`src/rtl/bch_syn_pkg.sv`:
```
// Package bch_syn_pkg
// Purpose: GF(2^m) arithmetic helpers shared by the syndrome generator.
// Assumes: m <= 31. poly holds the full field polynomial including bit m.
//          Operands are already reduced (below 2^m).
package bch_syn_pkg;

    // Multiply two field elements, shift-and-add with reduction.
    function automatic logic [31:0] gf_mul(input logic [31:0] a, input logic [31:0] b,
                                           input int m, input logic [31:0] poly);
        logic [31:0] acc;
        logic [31:0] x;
        acc = '0;
        x   = a;
        for (int k = 0; k < 32; k++) begin
            if (k < m) begin
                if (b[k]) acc = acc ^ x;
                x = x << 1;
                if (x[m[4:0]]) x = x ^ poly;
            end
        end
        return acc;
    endfunction

    // alpha^e by square-and-multiply, with alpha = x.
    function automatic logic [31:0] gf_pow(input logic [31:0] e, input int m,
                                           input logic [31:0] poly);
        logic [31:0] r;
        logic [31:0] b;
        r = 32'd1;
        b = 32'd2;
        for (int k = 0; k < 32; k++) begin
            if (e[k]) r = gf_mul(r, b, m, poly);
            b = gf_mul(b, b, m, poly);
        end
        return r;
    endfunction

    // Square a field element n times.
    function automatic logic [31:0] gf_sq_n(input logic [31:0] a, input int n, input int m,
                                            input logic [31:0] poly);
        logic [31:0] r;
        r = a;
        for (int k = 0; k < 32; k++) begin
            if (k < n) r = gf_mul(r, r, m, poly);
        end
        return r;
    endfunction

    // Number of trailing zero bits of a positive integer.
    function automatic int trail_zeros(input int v);
        int c;
        int w;
        c = 0;
        w = v;
        for (int k = 0; k < 31; k++) begin
            if (w != 0 && w % 2 == 0) begin
                c = c + 1;
                w = w / 2;
            end
        end
        return c;
    endfunction

endpackage

```
`src/rtl/bch_syn_ctrl.sv`:
```
// Module bch_syn_ctrl
// Purpose: Tracks beats within a codeword. Decides which beats are accepted,
//          flags the final beat and produces the registered done pulse.
// Assumes: NBEAT >= 1. A beat with sof always (re)starts a word.
//          A non-sof beat outside a word is dropped.
module bch_syn_ctrl #(
    parameter int NBEAT = 4
) (
    input  logic clk,
    input  logic rst_n,
    input  logic beat_valid,
    input  logic beat_sof,
    output logic accept,
    output logic last,
    output logic done
);
    localparam int CW = $clog2(NBEAT + 1);

    logic          active;
    logic [CW-1:0] cnt;

    // Acceptance and final-beat detection.
    always_comb begin
        accept = beat_valid && (beat_sof || active);
        if (beat_sof) last = accept && (NBEAT == 1);
        else          last = accept && (cnt == CW'(NBEAT - 1));
    end

    // Beat counter, in-word flag and done pulse register.
    always_ff @(posedge clk) begin
        if (!rst_n) begin
            active <= 1'b0;
            cnt    <= '0;
            done   <= 1'b0;
        end else begin
            done <= last;
            if (accept) begin
                if (last) begin
                    active <= 1'b0;
                    cnt    <= '0;
                end else begin
                    active <= 1'b1;
                    cnt    <= beat_sof ? CW'(1) : cnt + CW'(1);
                end
            end
        end
    end

    // the counter stays inside the word length.
    p_cnt_bound_r6: assert property (@(posedge clk) disable iff (!rst_n)
        cnt < CW'(NBEAT));

    // a done pulse follows an accepted beat.
    p_done_after_beat_r6: assert property (@(posedge clk) disable iff (!rst_n)
        done |-> $past(accept));

    // a stray beat outside a word raises no done.
    p_stray_ignored_r9: assert property (@(posedge clk) disable iff (!rst_n)
        (beat_valid && !beat_sof && !active) |=> !done);

endmodule

```
`src/rtl/bch_syn_cell.sv`:
```
// Module bch_syn_cell
// Purpose: One odd-index syndrome accumulator, P bits per beat, Horner style.
//          next = (clr ? 0 : acc*alpha^(P*IDX)) + sum_k din[k]*alpha^(k*IDX)
// Assumes: din bit k holds the degree k above the beat base.
//          Higher-degree beats arrive earlier.
module bch_syn_cell #(
    parameter int          M    = 14,
    parameter int          P    = 4,
    parameter int          IDX  = 1,
    parameter logic [31:0] POLY = 32'h4443
) (
    input  logic         clk,
    input  logic         rst_n,
    input  logic         en,
    input  logic         clr,
    input  logic [P-1:0] din,
    output logic [M-1:0] acc_nxt
);
    import bch_syn_pkg::*;

    localparam logic [31:0] FB = gf_pow(32'(P * IDX), M, POLY);

    logic [M-1:0] acc_q;
    logic [M-1:0] term [P];
    logic [M-1:0] contrib;

    // Per-bit constant weights alpha^(k*IDX).
    for (genvar k = 0; k < P; k++) begin : g_w
        localparam logic [31:0] WK = gf_pow(32'(k * IDX), M, POLY);
        assign term[k] = din[k] ? WK[M-1:0] : '0;
    end

    // Sum of the weighted beat bits plus the scaled feedback.
    always_comb begin
        contrib = '0;
        for (int k = 0; k < P; k++) contrib = contrib ^ term[k];
        acc_nxt = clr ? contrib
                      : (M'(gf_mul(32'(acc_q), FB, M, POLY)) ^ contrib);
    end

    // Accumulator register, updates only on accepted beats.
    always_ff @(posedge clk) begin
        if (!rst_n)  acc_q <= '0;
        else if (en) acc_q <= acc_nxt;
    end

    // idle cycles leave the accumulator untouched.
    p_acc_hold_r8: assert property (@(posedge clk) disable iff (!rst_n)
        !en |=> $stable(acc_q));

endmodule

```
`src/rtl/bch_syn_expand.sv`:
```
// Module bch_syn_expand
// Purpose: Builds all 2T syndromes from the T odd ones. S(i) with i = o*2^z
//          (o odd) is S(o) squared z times.
// Assumes: odd input word j holds S(2j+1).
module bch_syn_expand #(
    parameter int          M    = 14,
    parameter int          T    = 5,
    parameter logic [31:0] POLY = 32'h4443
) (
    input  logic [T*M-1:0]   odd_syn,
    output logic [2*T*M-1:0] all_syn
);
    import bch_syn_pkg::*;

    // One slot per index, squaring depth fixed per index.
    for (genvar i = 1; i <= 2 * T; i++) begin : g_s
        localparam int Z = trail_zeros(i);
        localparam int O = i >> Z;
        if (Z == 0) begin : g_odd
            assign all_syn[(i-1)*M +: M] = odd_syn[((O-1)/2)*M +: M];
        end else begin : g_even
            assign all_syn[(i-1)*M +: M] =
                M'(gf_sq_n(32'(odd_syn[((O-1)/2)*M +: M]), Z, M, POLY));
        end
    end

endmodule

```
`src/rtl/bch_syndrome_par.sv`:
```
// Module bch_syndrome_par
// Purpose: Top of the P-bit-per-cycle BCH syndrome generator. Masks the front
//          padding, runs T odd accumulators, latches their final values and
//          expands them to 2T syndromes.
// Assumes: ceil(N/P) beats per word, highest degree first. Padding sits in
//          the top bits of the first beat.
module bch_syndrome_par #(
    parameter int          M    = 14,
    parameter int          T    = 5,
    parameter int          P    = 4,
    parameter int          N    = 8262,
    parameter logic [31:0] POLY = 32'h4443
) (
    input  logic             clk,
    input  logic             rst_n,
    input  logic             beat_valid,
    input  logic             beat_sof,
    input  logic [P-1:0]     beat_data,
    output logic             syn_done,
    output logic [2*T*M-1:0] syn_out
);
    localparam int NBEAT = (N + P - 1) / P;
    localparam int PAD   = NBEAT * P - N;

    logic           accept;
    logic           last;
    logic [P-1:0]   pad_mask;
    logic [P-1:0]   din_eff;
    logic [T*M-1:0] nxt;
    logic [T*M-1:0] odd_q;

    // Bits at or above degree N in the first beat are padding.
    for (genvar k = 0; k < P; k++) begin : g_mask
        assign pad_mask[k] = (k < P - PAD);
    end

    // Drop padding bits on the first beat.
    always_comb din_eff = beat_sof ? (beat_data & pad_mask) : beat_data;

    bch_syn_ctrl #(.NBEAT(NBEAT)) u_ctrl (
        .clk        (clk),
        .rst_n      (rst_n),
        .beat_valid (beat_valid),
        .beat_sof   (beat_sof),
        .accept     (accept),
        .last       (last),
        .done       (syn_done)
    );

    for (genvar j = 0; j < T; j++) begin : g_cell
        bch_syn_cell #(.M(M), .P(P), .IDX(2 * j + 1), .POLY(POLY)) u_cell (
            .clk     (clk),
            .rst_n   (rst_n),
            .en      (accept),
            .clr     (beat_sof),
            .din     (din_eff),
            .acc_nxt (nxt[j*M +: M])
        );
    end

    // Capture the finished odd syndromes with the final beat.
    always_ff @(posedge clk) begin
        if (!rst_n)    odd_q <= '0;
        else if (last) odd_q <= nxt;
    end

    bch_syn_expand #(.M(M), .T(T), .POLY(POLY)) u_expand (
        .odd_syn (odd_q),
        .all_syn (syn_out)
    );

    // outputs move only in a done cycle.
    p_out_change_done_r6: assert property (@(posedge clk) disable iff (!rst_n)
        !$stable(odd_q) |-> syn_done);

endmodule

```
`config.mk`:
```
export PLATFORM = sky130hd
export DESIGN_NAME = bch_syndrome_par
export DESIGN_NICKNAME = d
export VERILOG_FILES = /design/src/rtl/bch_syn_pkg.sv /design/src/rtl/bch_syn_ctrl.sv /design/src/rtl/bch_syn_cell.sv /design/src/rtl/bch_syn_expand.sv /design/src/rtl/bch_syndrome_par.sv
export SDC_FILE = /design/constraint.sdc
export NUM_CORES = 1
export LEC_CHECK = 0
export BUFFER_PORTS_ARGS = -buffer_cell sky130_fd_sc_hd__buf_2
export CAP_MARGIN = 40
export CELL_PAD_IN_SITES_DETAIL_PLACEMENT = 0
export CELL_PAD_IN_SITES_GLOBAL_PLACEMENT = 1
export CORE_ASPECT_RATIO = 0.7
export CORE_MARGIN = 4
export CORE_UTILIZATION = 45
export CTS_CLUSTER_SIZE = 28
export DETAILED_ROUTE_END_ITERATION = 7
export GPL_TIMING_DRIVEN = 0
export MAX_ROUTING_LAYER = met4
export PLACE_DENSITY = 0.89
export SKIP_CTS_REPAIR_TIMING = 1
export SYNTH_ARGS = -nofsm -noshare
export SYNTH_HDL_FRONTEND = slang
export SYNTH_SLANG_ARGS = --single-unit
```
`constraint.sdc`:
```
create_clock -name clk -period 8.44 [get_ports clk]
set_input_delay 0 -clock clk [delete_from_list [all_inputs] [get_ports clk]]
set_output_delay 0 -clock clk [all_outputs]
set_load 0.01 [all_outputs]
```
==> metrics.cfg, run 1 <==
[critical_path]
crit_required_ps = 8440
r2r_slack_ps = 5010
cp_common_cell = xnor2_1
arrival_ps = 8060
cp.depth = 28
critPathBufInv = 9
worstReg2RegStart = odd_q[26]
slowest_stage = buf_1
reg2reg_to = odd_q[26]
crit_path_end = syn_out[107]
start_kind = register
critical-path-top-delay-family = buffers and inverters
cp_slowest_stage_delay_ps = 520
critPathMaxFanout = 11
startpoint = odd_q[13]
reg2reg_depth = 6
end_kind = primary output
critPathKind = reg -> out

[routing]
firstDrtPassIters = 6
ant_nets = 0
vias = 21700
finalWirelength_mm = 80.0
drt_first_iter_violations = 2449
wl_per_cell_um = 21.6
drc = 0
viasPerCell = 5.86

[power_and_ir_drop]
vdd_ir_drop_max_mv = 0.150
pwr-share-seq_pct = 34.5
switchingPower_mw = 0.740
p_comb_share_pct = 30.0
p_per_area_nw_per_um2 = 98.2
leakage_nw = 8.77
clkPwrFrac_pct = 35.5
intPower_mw = 1.56
swShare_pct = 32.2

[global_route]
grt_pass1_wl_mm = 124
grt_antenna_before_repair = 0
overflow = 0
grt_pass1_vias = 20800
grt_util_all_layers_pct = 31.5
grt_max_degree = 17

[clock_network]
cts_sinks = 154
numCtsBuffers = 17
cts_tree = built
htreeDepth = 4
cts_root_buffer = clkbuf_16
cts_buffer_depth = 2
clk_pin_slew_worst_paths_ps = 60
clock_latency_ps = 430

[synth]
synth_edf_count = 0
ys_seq_area_share_pct = 14.5
synth.avg_cell_area_um2 = 7.28
synth_cell_types = 82
netlist_instances = 2916
synth_nets = 2931
ys_ff_latch = 154
synthFlopType = dfxtp_1
synth_area_um2 = 21200
synthArstFlopShare_pct = 0
yosys_warnings = 0

[finish]
final_common_cell = xnor2_1
final_cell_mix = xnor2_1, nor2_1, nand2_1, a21oi_1, buf_2
diodes = 0
drive_above_1_share_pct = 10.3
area_delta_synth_final_pct = 10.3
fin_util_pct = 50.3
layout.nets = 3101

[sta]
tightest_slew_ps = 980
setup_tns_ps = 0
drv_slew = 0
min_period_ps = 8060
skew_ps = 10.4
setup_viol = 0
hold_violations = 0
fmax_ghz = 0.124
slew_headroom_pct = 34.2
fin_hold_ws_ps = 234
worst_slack_ps = 384
timing.final.crit_share_pct = 95.4

[floorplanning]
initial_utilization_pct = 45.6
ios = 149
core_area_um2 = 46600
fp-row-count = 66
die_area_um2 = 50800
fp.dieH_um = 190
die_x_um = 268

[placement]
io_buffers = 144
pre_cts_slack_ps = -22.2
place_hpwl_mm = 60.3
place_congestion = 1.00

[run_status]
status = finished clean

[worst_hold_path]
hp-start = beat_data[0]
hp-class = in -> reg

[flow_run]
cap_violations = 0

## worst min-delay path by stage
stage | to | slack, ps | cells after the start
floorplan | u_ctrl.active | 140 | 2
global placement | u_ctrl.active | 280 | 3
detailed placement | u_ctrl.active | 290 | 3
CTS | u_ctrl.active | -170 | 3
global route | odd_q[0] | 240 | 3
finish | g_cell[0].u_cell.acc_q[0] | 230 | 3
## cell families (layout without fill, tap and decap cells)
| group | Yosys count | count (layout) | share of synthesized area (%) |
|---|---|---|---|
| flops | 154 | 154 | 14.5 |
| simple gates | 969 | 969 | 19.8 |
| compound gates | 576 | 576 | 16.7 |
| buf+inv | 298 | 478 | 5.95 |
| mux | 42 | 42 | 2.00 |
| fa+ha+maj | 7 | 7 | 0.413 |
| xor+xnor | 870 | 870 | 40.6 |
## cell type report
cell class	count	area, um2
inverters	39	150
plain buffers	258	1110
flip-flops and latches	154	3080
clock inverters	8	145
repair buffers	152	791
clock buffers	21	460
multi-input cells	2464	16900
fillers	4682	23200
well taps	612	766
## sequential cells by signal (all words and copies together), names as in the netlist
register	cells
g_cell.u_cell.acc_q	70
odd_q	70
u_ctrl.active	1
u_ctrl.cnt	12
u_ctrl.done	1
## worst register-to-register path, delay by kind of cell, from the launching register on
family / cells / cell delay (ps)
simple gates: 1 / 110
buf+inv: 4 / 2490
compound gates: 1 / 140
flops: 1 / 630
## synth_stat cells, types with 20 or more instances
library cell | count | share of area [%]
buf_2 | 53 | 1.2
inv_1 | 27 | 0.48
nand2_1 | 362 | 6.4
xor2_1 | 168 | 6.9
o211ai_1 | 20 | 0.71
buf_1 | 32 | 0.57
clkbuf_1 | 156 | 2.8
a21oi_1 | 240 | 5.7
a211oi_1 | 45 | 1.6
xnor2_2 | 24 | 1.8
nor2b_1 | 25 | 0.74
mux2i_1 | 38 | 1.8
xnor3_1 | 33 | 3.5
a22oi_1 | 31 | 1.1
nor3_1 | 31 | 0.73
nor2_1 | 363 | 6.4
o21ai_0 | 104 | 2.5
xnor2_1 | 620 | 26
nand2b_1 | 68 | 2.0
o22ai_1 | 21 | 0.62
dfxtp_1 | 154 | 15
nand3_1 | 42 | 0.99
## through the flow
step / area (um2) / cells / power, mW
2_1_floorplan: 21200 / 2916 / 1.34
3_3_place_gp: 22700 / 3672 / 1.46
3_5_place_dp: 22800 / 3677 / 1.47
4_1_cts: 23400 / 3706 / 2.29
5_1_grt: 23400 / 3708 / 2.39
6_report: 23400 / 3708 / 2.30
## power groups by stage
stage | registers [mW] | clock network [mW] | logic, mW
2_1_floorplan | 0.798 | 0 | 0.542
3_5_place_dp | 0.807 | 0 | 0.661
5_1_grt | 0.795 | 0.849 | 0.748
4_1_cts | 0.792 | 0.819 | 0.676
3_3_place_gp | 0.806 | 0 | 0.654
6_report | 0.793 | 0.817 | 0.689
## per-layer routing
layer,track usage (%),vias up,wire (um)
li1,-,9993,-
met4,6.79,0,1260
met1,46.2,10400,36700
met2,43.9,1240,32800
met5,-,-,0
met3,6.94,115,9140
Power figures use the tool's default switching activity.
==> inputs of run 2 (changes only) <==
ABC_AREA = 1   (was not set)
CORE_UTILIZATION = 44   (was 45)
GPL_TIMING_DRIVEN = not set   (was 0)
PLACE_DENSITY = 0.92   (was 0.89)
==> run 2 against run 1 <==
Wire length increased by 17%. Die area increased by 25%. Global-route usage decreased by 2.2 points. Setup slack improved by 180 ps. Critical path type unchanged. Critical endpoint is now syn_out[106].
==> metrics.cfg, run 2 <==
[routing]
dr_wl_met3_mm = 10.4
drt_first_iter_violations = 3349
finalWirelength_mm = 93.4
viasPerCell = 5.29
drc = 0
wl_met1_mm = 42.6
routed.top_layer = met4
wl_per_cell_um = 16.8
ant_nets = 0
firstDrtPassIters = 6
wl_met2_mm = 38.8
vias = 29400

[finish]
final_cell_mix = nand2_1, nand3_1, xor2_1, inv_1, nor2_1
finalNonFillerCells = 5564
layout.nets = 4767
reg_top3 = g_cell.u_cell.acc_q: 70 flops, odd_q: 70 flops, u_ctrl.cnt: 12 flops
drive_above_1_share_pct = 8.06
fillers = 6242
area_delta_synth_final_pct = 6.40
seqCellArea_um2 = 3080
final_common_cell = nand2_1
multi_input_area_um2 = 20300
final_cell_area_um2 = 27800

[floorplanning]
die_x_um = 299
fp-row-count = 74
fp.dieH_um = 212
initial_utilization_pct = 44.6
die_area_um2 = 63500
ios = 149
core_area_um2 = 58600

[critical_path]
cp_slowest_stage_delay_ps = 670
r2r_slack_ps = 5640
worstReg2RegStart = g_cell[3].u_cell.acc_q[13]
critPathKind = reg -> out
crit_required_ps = 8440
reg2reg_depth = 10
end_kind = primary output
cp_common_cell = nand2_1
slowest_stage = ha_1
arrival_ps = 7880
reg2reg_to = g_cell[3].u_cell.acc_q[7]
start_kind = register
critPathMaxFanout = 21

[synth]
synth.avg_cell_area_um2 = 5.51
synthFlopType = dfxtp_1
synth_cell_types = 43
yosysTopAreaCell = nand2_1
yosys_warnings = 0
synthTopCellsByCount = nand2_1, nand3_1, inv_1, xor2_1, nor2_1
synth_top_area_share_pct = 24.6
synth_nets = 4764
synthArstFlopShare_pct = 0
ys_ff_latch = 154
synth_area_um2 = 26200
netlist_instances = 4749
synthTopCellsByArea = nand2_1, xor2_1, dfxtp_1, xnor2_1, nand3_1
synth_edf_count = 0
yosysMostFrequentCell = nand2_1
ys_seq_area_share_pct = 11.8

[placement]
io_buffers = 148
placedCellCount = 5531
pre_cts_slack_ps = 1300
postPlaceCellArea_um2 = 27300
place_congestion = 1.03
place_hpwl_mm = 70.2

[worst_hold_path]
hp-start = beat_data[0]
hp-class = in -> reg
holdPathStages = 5
hold_path_end = odd_q[42]

[sta]
setup_viol = 0
timing.final.crit_share_pct = 93.4
hold_violations = 0
rsz0062_at_grt = false
drv_slew = 0
setup_tns_ps = 0
skew_ps = 15.5
slew_headroom_pct = 38.4
tightest_slew_ps = 917
worst_slack_ps = 559
min_period_ps = 7880
fmax_ghz = 0.127

[clock_network]
clk_pin_slew_worst_paths_ps = 70
cts_tree = built
htreeDepth = 4
cts_sinks = 154
numCtsBuffers = 17
cts_buffer_depth = 2
clock_latency_ps = 430
cts_root_buffer = clkbuf_16

[flow_run]
cap_violations = 0

[global_route]
overflow = 0
grt_util_all_layers_pct = 29.3
grt_max_degree = 93
grt_pass1_vias = 26600
grt_antenna_before_repair = 1
grt_pass1_wl_mm = 147

[run_status]
status = finished clean

[power_and_ir_drop]
vdd_ir_drop_max_mv = 0.119
leakage_nw = 13.5
p_per_area_nw_per_um2 = 89.1

-- run 2: worst max-delay path: cells and delay by family, from the launching register on --
kind	cells	cell delay (ps)
AOI/OAI and AO/OA	1	140
xor gates and xnor gates	1	250
adders and majority gates	2	1040
buffers and inverters	8	1530
DFF	1	530
and+or+nand+nor	28	3930
-- run 2: where the power goes --
group          switching [mW]  internal, mW
clock network           0.319         0.404
logic                   0.548         0.387
registers              0.0599         0.764
-- run 2: area by class of cell --
type                    instances  share of cell area [%]
diodes                          1                 0.00899
clock buffers                  21                    1.69
clock inverters                11                   0.319
inverters                     485                    6.55
multi-input cells            3909                    73.0
flip-flops and latches        154                    11.1
well taps                     798                    3.59
repair buffers                185                    3.76
-- run 2: stage by stage --
stage / hold WS [ps] / power [mW] / utilization, %
after CTS: 34.3 / 2.48 / 47.5
final: 38.8 / 2.48 / 47.5
after global routing: 52.3 / 2.63 / 47.5
after floorplan: 176 / 1.59 / -
after global placement: 403 / 1.74 / 46.4
after detailed placement: 406 / 1.75 / 46.5
-- run 2: routing by layer --
layer / track usage, % / up-vias
li1: - / 14700
met1: 41.5 / 13200
met2: 43.3 / 1398
met3: 6.12 / 126
met4: 5.31 / 0
met5: - / -
-- run 2: kinds of logic after synthesis --
| kind of cell | synth area share (%) |
|---|---|
| adder cells (fa/ha/maj) | 0.335 |
| flip-flops | 11.8 |
| XOR/XNOR | 25.0 |
| AND/OR/NAND/NOR | 44.7 |
| AO/OA/AOI/OAI | 7.70 |
| buffers and inverters | 10.5 |
-- run 2: how the worst max path moves through the flow --
stage          cells after the start            to      start
3_5_place_dp                      40  syn_out[106]  odd_q[13]
6_report                          40  syn_out[106]  odd_q[13]
2_1_floorplan                     43   syn_out[99]   odd_q[0]
5_1_grt                           40  syn_out[106]  odd_q[13]
3_3_place_gp                      40  syn_out[106]  odd_q[13]
4_1_cts                           40  syn_out[106]  odd_q[13]
